--- src/rtl/sampled_trng.sv ---
module sampled_trng #(
  parameter int          AW         = 12,
  parameter logic [31:0] PERIOD_RST = 32'd1000
) (
  input  logic          clk,
  input  logic          rst_n,
  input  logic          bus_valid,
  input  logic          bus_write,
  input  logic [AW-1:0] bus_addr,
  input  logic [31:0]   bus_wdata,
  output logic [31:0]   bus_rdata,
  input  logic          entropy_in,
  output logic [1:0]    osc_speed
);
  localparam int MAX_BITS = 256;
  localparam int IDX_W    = $clog2(MAX_BITS + 1);
  localparam logic [AW-1:0] CTL_A  = AW'(12'h400);
  localparam logic [AW-1:0] PER_A  = AW'(12'h404);
  localparam logic [AW-1:0] DATA_A = AW'(12'h410);

  logic [5:0]          ctl;
  logic [31:0]         period;
  logic [MAX_BITS-1:0] data;
  logic [IDX_W-1:0]    idx;
  logic [31:0]         cnt;
  logic [1:0]          len_q;

  wire start = ctl[0];
  wire en    = ctl[1];
  assign osc_speed = ctl[3:2];

  wire        ctl_we = bus_valid && bus_write && bus_addr == CTL_A;
  wire        per_we = bus_valid && bus_write && bus_addr == PER_A;
  wire [5:0]  ctl_m  = (ctl & ~bus_wdata[21:16]) | (bus_wdata[5:0] & bus_wdata[21:16]);
  wire        kick   = ctl_m[0] && ctl_m[1] && !start;
  wire [31:0] per_m1 = (period == 32'd0) ? 32'd0 : period - 32'd1;
  wire        hit    = cnt >= per_m1;
  wire [IDX_W-1:0] last_idx = IDX_W'({len_q, 6'h3F});
  wire        done   = start && hit && idx == last_idx;

  always_ff @(posedge clk or negedge rst_n) begin
    if (!rst_n) begin
      ctl    <= '0;
      period <= PERIOD_RST;
      data   <= '0;
      idx    <= '0;
      cnt    <= '0;
      len_q  <= '0;
    end else begin
      if (start) begin
        if (hit) begin
          cnt                    <= '0;
          data[idx[IDX_W-2:0]]   <= entropy_in;
          idx                    <= idx + 1'b1;
          if (idx == last_idx) ctl[0] <= 1'b0;
        end else begin
          cnt <= cnt + 32'd1;
        end
      end
      if (ctl_we) begin
        ctl[5:1] <= ctl_m[5:1];
        ctl[0]   <= ctl_m[1] && (kick || (ctl_m[0] && !done));
        if (kick) begin
          data  <= '0;
          idx   <= '0;
          cnt   <= '0;
          len_q <= ctl_m[5:4];
        end
      end
      if (per_we) period <= bus_wdata;
    end
  end

  wire [AW-1:0] doff = bus_addr - DATA_A;

  always_comb begin
    bus_rdata = '0;
    if (bus_valid && !bus_write) begin
      if (bus_addr == CTL_A)
        bus_rdata = {26'd0, ctl};
      else if (bus_addr == PER_A)
        bus_rdata = period;
      else if (doff < AW'(32) && doff[1:0] == 2'b00)
        bus_rdata = data[doff[4:2]*32 +: 32];
    end
  end

  assert_start_needs_en_R4: assert property (@(posedge clk) disable iff (!rst_n)
    start |-> en);
  assert_idx_bound_R2: assert property (@(posedge clk) disable iff (!rst_n)
    start |-> idx <= last_idx);
  assert_idle_hold_R7: assert property (@(posedge clk) disable iff (!rst_n)
    (!start && !bus_valid) |=> $stable(data));
  assert_mask_hold_R1: assert property (@(posedge clk) disable iff (!rst_n)
    (ctl_we && !bus_wdata[17]) |=> $stable(en));
  assert_speed_hold_R3: assert property (@(posedge clk) disable iff (!rst_n)
    (ctl_we && bus_wdata[19:18] == 2'b00) |=> $stable(osc_speed));
  assert_no_early_capture_R5: assert property (@(posedge clk) disable iff (!rst_n)
    (start && !hit && !ctl_we) |=> $stable(idx));
endmodule

--- config.mk ---
export PLATFORM = sky130hd
export DESIGN_NAME = sampled_trng
export DESIGN_NICKNAME = d
export VERILOG_FILES = /design/src/rtl/sampled_trng.sv
export SDC_FILE = /design/constraint.sdc
export NUM_CORES = 1
export LEC_CHECK = 0
export BUFFER_PORTS_ARGS = -buffer_cell sky130_fd_sc_hd__buf_4
export CORE_ASPECT_RATIO = 0.75
export CORE_MARGIN = 1.5
export CORE_UTILIZATION = 40
export CTS_CLUSTER_SIZE = 28
export DETAILED_ROUTE_END_ITERATION = 12
export GPL_ROUTABILITY_DRIVEN = 0
export PLACE_DENSITY_LB_ADDON = 0.15
export SYNTH_ARGS = -nofsm -noshare
export SYNTH_HDL_FRONTEND = slang
export SYNTH_SLANG_ARGS = --single-unit
--- constraint.sdc ---
create_clock -name clk -period 3.8 [get_ports clk]
set_input_delay 0.57 -clock clk [delete_from_list [all_inputs] [get_ports clk]]
set_output_delay 0.57 -clock clk [all_outputs]
set_load 0.05 [all_outputs]
After elaboration in Yosys (flattened, before gate mapping)
Cells that the tools add are included.
{ "op_classes": {"addsub": 4, "n_lt_le_gt_ge": 4, "bitwise_logic": 4, "n_shift": 1, "n_eq_ne": 3, "muxes": 24, "n_reduce_logical": 19} }
{ "ops": {"columns": ["op", "n"], "rows": [
  ["$mux W256", 4],
  ["$mux W32", 9],
  ["$bwmux W256", 1],
  ["$shiftx A256 B9 Y32", 1],
  ["$mux W9", 4],
  ["$add A32 B1 Y32 const B", 1],
  ["$ge A32 B32 Y1", 1],
  ["$logic_not A32 Y1", 1],
  ["$sub A32 B1 Y32 const B", 1],
  ["$eq A12 B11 Y1 const B", 2],
  ["$and A6 B6 Y6", 2],
  ["$logic_and A1 B1 Y1", 12],
  ["$lt A12 B6 Y1 const B", 1],
  ["$sub A12 B11 Y12 const B", 1],
  ["$add A9 B1 Y9 const B", 1],
  ["$eq A9 B8 Y1", 1],
  ["$lt A8 B9 Y1 const B", 1],
  ["$demux W1 S8", 1],
  ["$ge A8 B1 Y1 const B", 1],
  ["$not A6 Y6", 1],
  ["$or A6 B6 Y6", 1],
  ["$mux W1", 5],
  ["$logic_not A1 Y1", 3],
  ["$logic_not A2 Y1", 1],
  ["2 further kinds", 2]
]} }
{ "word_totals": {"input_bits": 49, "word_cells": 66, "regBits": 337} }

Depth between registers and ports, before layout
{ "depth": {"word_depth": 10, "mapped_depth": 17} }

Worst setup path before layout
No wires, ideal clock.
{ "synth_path": {"kind": "register to register", "startpoint": "reg period[17]", "endpoint": "reg data[101]", "arrival_time_ns": 3.747, "required_ns": 3.672, "path_stages_with_launch": 16, "synth_period_minus_slack_ns": 3.874, "slack_ns": -0.074, "cell_sequence": "dfrtp_1 > or4_2 > nor2_1 > nand4_4 > nor4_4 > xor2_1 > nand2_1 > ha_1 > nand4_1 > nor4_1 > a221oi_1 > o21ai_1 > buf_2 > clkbuf_1 > o211ai_1 > mux2i_1"} }
{ "synth_via": {"elab_chain_cells": 7, "word_cells_on_any_way": 8} }
{ "synth_rtl": {"columns": ["item", "line", "rtl"], "rows": [
  ["start, declared", "22", "logic [31:0] period;"],
  ["start signal, assigned", "70", "if (per_we) period <= bus_wdata;"],
  ["$sub A32 B1 Y32 or $logic_not A32 Y1 (tied branches)", "36", "wire [31:0] per_m1 = (period == 32'd0) ? 32'd0 : period - 32'd1;"],
  ["$mux W32 (*)", "36", null],
  ["$ge A32 B32 Y1 (*)", "37", "wire hit = cnt >= per_m1;"],
  ["$mux W256 (*)", "51", "if (hit) begin"],
  ["$mux W256 (*)", "50", "if (start) begin"],
  ["$mux W256", "63", "if (kick) begin"],
  ["$mux W256 (*)", "60", "if (ctl_we) begin"],
  ["end signal, assigned by index", "53", "data[idx[IDX_W-2:0]] <= entropy_in;"],
  ["end, declared", "23", "logic [MAX_BITS-1:0] data;"]
]} }
Every way passes the cells marked *; elsewhere a longest branch is shown, timed or not.
A chain may end at the register's enable or synchronous reset.

Worst setup path after layout
{ "layout_path": {"startpoint": "reg period[9]", "endpoint": "reg data[170]"} }
The elaborated chain is that of the path after synthesis.

==> flow_summary.json <==
{
  "status": "finished with violations",
  "violations": "setup timing",
  "dp_cells": 2682,
  "nNetsFinal": 2186,
  "die-area_um2": 52500,
  "top_layer": "met4",
  "clock_latency_ns": 0.56,
  "drv_slew": 0,
  "drive_above_1_share_pct": 23.4,
  "grt_pass1_vias": 16600,
  "tritoncts": "done",
  "cp-start-kind": "flop",
  "hold_path_depth": 2,
  "antenna_found_initial": 0,
  "crit_type": "flop to flop",
  "hold_path.class": "input port to flop",
  "hold_viol": 0,
  "htree_levels": 2,
  "post-route-min-period_ns": 4.21,
  "numCtsBuffers": 38,
  "grt_max_degree": 165,
  "antenna_left": 0,
  "r2r-start": "period[9]",
  "fp.coreArea_um2": 50300,
  "n_antenna_cell": 0,
  "drv_cap": 0,
  "rsz0062_at_grt": "yes",
  "rows": 71,
  "finalClockSkew_ns": 0.0203,
  "dp_hpwl_um": 40100,
  "layout_common_cells": "nand2_1, dfrtp_1, mux2i_1, o211ai_1, buf_4",
  "remaining_drc_errors": 0,
  "syn_area_um2": 20400,
  "min_period_over_period_pct": 111,
  "cts_buffer_depth": 3,
  "routedWlPerCell_um": 24.1,
  "ff2ff_path_depth": 17,
  "final_common_cell": "nand2_1",
  "viasPerCell": 5.95,
  "area_growth_pct": 19.9,
  "finalSetupViolCount": 298,
  "instances_no_fill": 2782,
  "dpl-instance-area_um2": 22400,
  "cts.sinks": 337,
  "max_freq_mhz": 238,
  "synth-edff-count": 0,
  "drt-initial-drc-count": 1603,
  "ys.warnings.count": 0,
  "post-route-cell-area_um2": 24500,
  "wirelength_um": 67100,
  "dieWidth_um": 264,
  "drt-met1-wl_um": 31800,
  "worstPathRequired_ns": 4.20,
  "clkTransAtPathRegs_ns": 0.06,
  "syn_area_per_cell_um2": 10.1,
  "hold_end": "period[30]",
  "peakVddDrop_mv": 0.250,
  "cts_root_buf": "clkbuf_16",
  "setup_ws_ns": -0.405,
  "num_vias": 16600,
  "p_per_area_nw_per_um2": 335,
  "leakage_nw": 12.1,
  "cp_max_fo": 23,
  "synth_ff_type": "dfrtp_1",
  "fillCellCount": 4561,
  "syn-num-nets": 2107,
  "io_pins": 83,
  "yosysUniqueCellTypes": 64,
  "r2r_end": "data[170]",
  "async_flop_share_pct": 100,
  "slew_headroom_pct": 27.7,
  "portBuffers": 82,
  "rrSetupSlack_ns": -0.41,
  "seq_area_frac_synth_pct": 41.3,
  "dieHeight_um": 199,
  "met2_length_um": 30500,
  "worstPathArrival_ns": 4.61,
  "route.met3.wl_um": 3560,
  "worstMarginPinSlew_ns": 1.08,
  "hold_start": "bus_wdata[30]",
  "start_util_pct": 40.6,
  "first_pass_iters": 5,
  "grt_pass1_wl_um": 101000,
  "grt.overflow.total": 0,
  "ys_seq_elements": 337,
  "critPathCaptureType": "flop",
  "synth_cells": 2018,
  "grt.total_usage_pct": 24.4
}
==> power breakdown <==
group | internal [W] | switching (W)
Clock | 0.00204 | 0.00164
Combinational | 0.000294 | 0.000409
Sequential | 0.00373 | 0.0000794
Total | 0.00607 | 0.00212
==> worst max path at each step <==
stage,slack [ns],endpoint,cells past startpoint,startpoint
after floorplan,0.02,data[102],14,period[9]
after global placement,-0.34,cnt[1],17,period[9]
after detailed placement,-0.37,data[56],16,period[9]
after CTS,-0.35,data[56],17,period[9]
after global routing,-0.56,data[164],17,period[9]
final,-0.41,data[170],17,period[9]
==> cell usage after synthesis, drive strengths merged (2+ instances only) <==
cell type	count	area, µm²
or3	2	12.5
o22ai	6	37.5
inv	11	41.3
nand2	422	1580
and3	7	43.8
mux2	36	405
dfstp	6	158
and2	9	56.3
buf	120	599
nor2	71	269
nand3	14	70.1
xnor2	17	149
o21a	2	15.0
nor2b	2	12.5
a21o	2	15.0
a22oi	27	203
nor4b	6	73.8
nand4	14	109
a21oi	13	65.1
o21ai	16	80.1
xor2	44	385
a32o	2	20.0
mux2i	277	2770
a31oi	2	12.5
ha	40	500
nand3b	3	22.5
nor3	52	260
clkbuf	86	323
nand2b	13	81.3
nor4	15	128
and4	7	61.3
mux4	64	1440
o211ai	258	1940
dfrtp	331	8280
or4	3	27.5
nor3b	3	27.5
==> sequential cells by signal, summed over array words and instances, names as in the netlist, named ones only <==
register and cells:
ctl 4, idx 9, period 32, len_q 2
data 256, cnt 32
==> timing repair <==
item	4_1_cts	5_1_grt
cloned	1	23
hold buffers	1	0
buffers inserted	1	7
resized for setup	10	50
endpoints found under the setup margin	298	298
hold endpoints to repair	38	0
pin swaps	3	47
==> critical path, stage by stage (launching register included) <==
cell       delay, ns
dfstp_2         0.37
or4_4           0.57
nor4b_4         0.24
buf_4           0.18
nand4_4         0.16
buf_4           0.19
nor3b_2         0.17
xor2_1          0.17
nand2_1         0.11
ha_4            0.29
nand4_1         0.16
buf_4           0.19
buf_4           0.13
o21ai_4         0.34
clkbuf_16       0.30
buf_16          0.18
o211ai_1        0.13
mux2i_1         0.17
==> final cells by class <==
| cell class | instances | area, µm² | area share [%] |
|---|---|---|---|
| Multi-Input combinational cell | 1463 | 11400 | 46.6 |
| Timing Repair Buffer | 245 | 2580 | 10.5 |
| Sequential cell | 337 | 8440 | 34.5 |
| Tap cell | 657 | 822 | 3.36 |
| Clock buffer | 52 | 1060 | 4.34 |
| Clock inverter | 16 | 133 | 0.542 |
| Inverter | 12 | 45.0 | 0.184 |
==> stage by stage <==
| step | utilization, % | hold WS (ns) | setup slack [ns] | setup TNS, ns | total power (W) |
|---|---|---|---|---|---|
| global route | 48.7 | 0.243 | -0.555 | -147.15 | 0.00849 |
| CTS | 47.2 | 0.227 | -0.350 | -81.13 | 0.00828 |
| detailed placement | 44.6 | 0.490 | -0.370 | -93.52 | 0.00457 |
| global placement | 44.6 | 0.486 | -0.342 | -84.67 | 0.00454 |
| finish | 48.7 | 0.249 | -0.405 | -98.44 | 0.00819 |
| floorplan | - | 0.274 | 0.0184 | 0 | 0.00425 |
==> logic make-up (layout without fill, tap and decap cells) <==
kind of cell | after synthesis | after routing | synth area share [%]
buffers and inverters | 218 | 325 | 4.73
adders and majority gates | 40 | 40 | 2.45
and+or+nand+nor | 649 | 649 | 14.2
xor gates and xnor gates | 61 | 61 | 2.61
muxes | 377 | 377 | 22.6
AOI/OAI and AO/OA | 336 | 336 | 12.0
DFF | 337 | 337 | 41.3
==> layer usage <==
metal  up-vias  global-route usage (%)
met3        84                    3.64
met1      8516                    35.7
met5         -                       0
met2       469                    37.9
li1       7485                       -
met4         0                    5.47
Note: power is estimated with default switching activity, not from simulation.
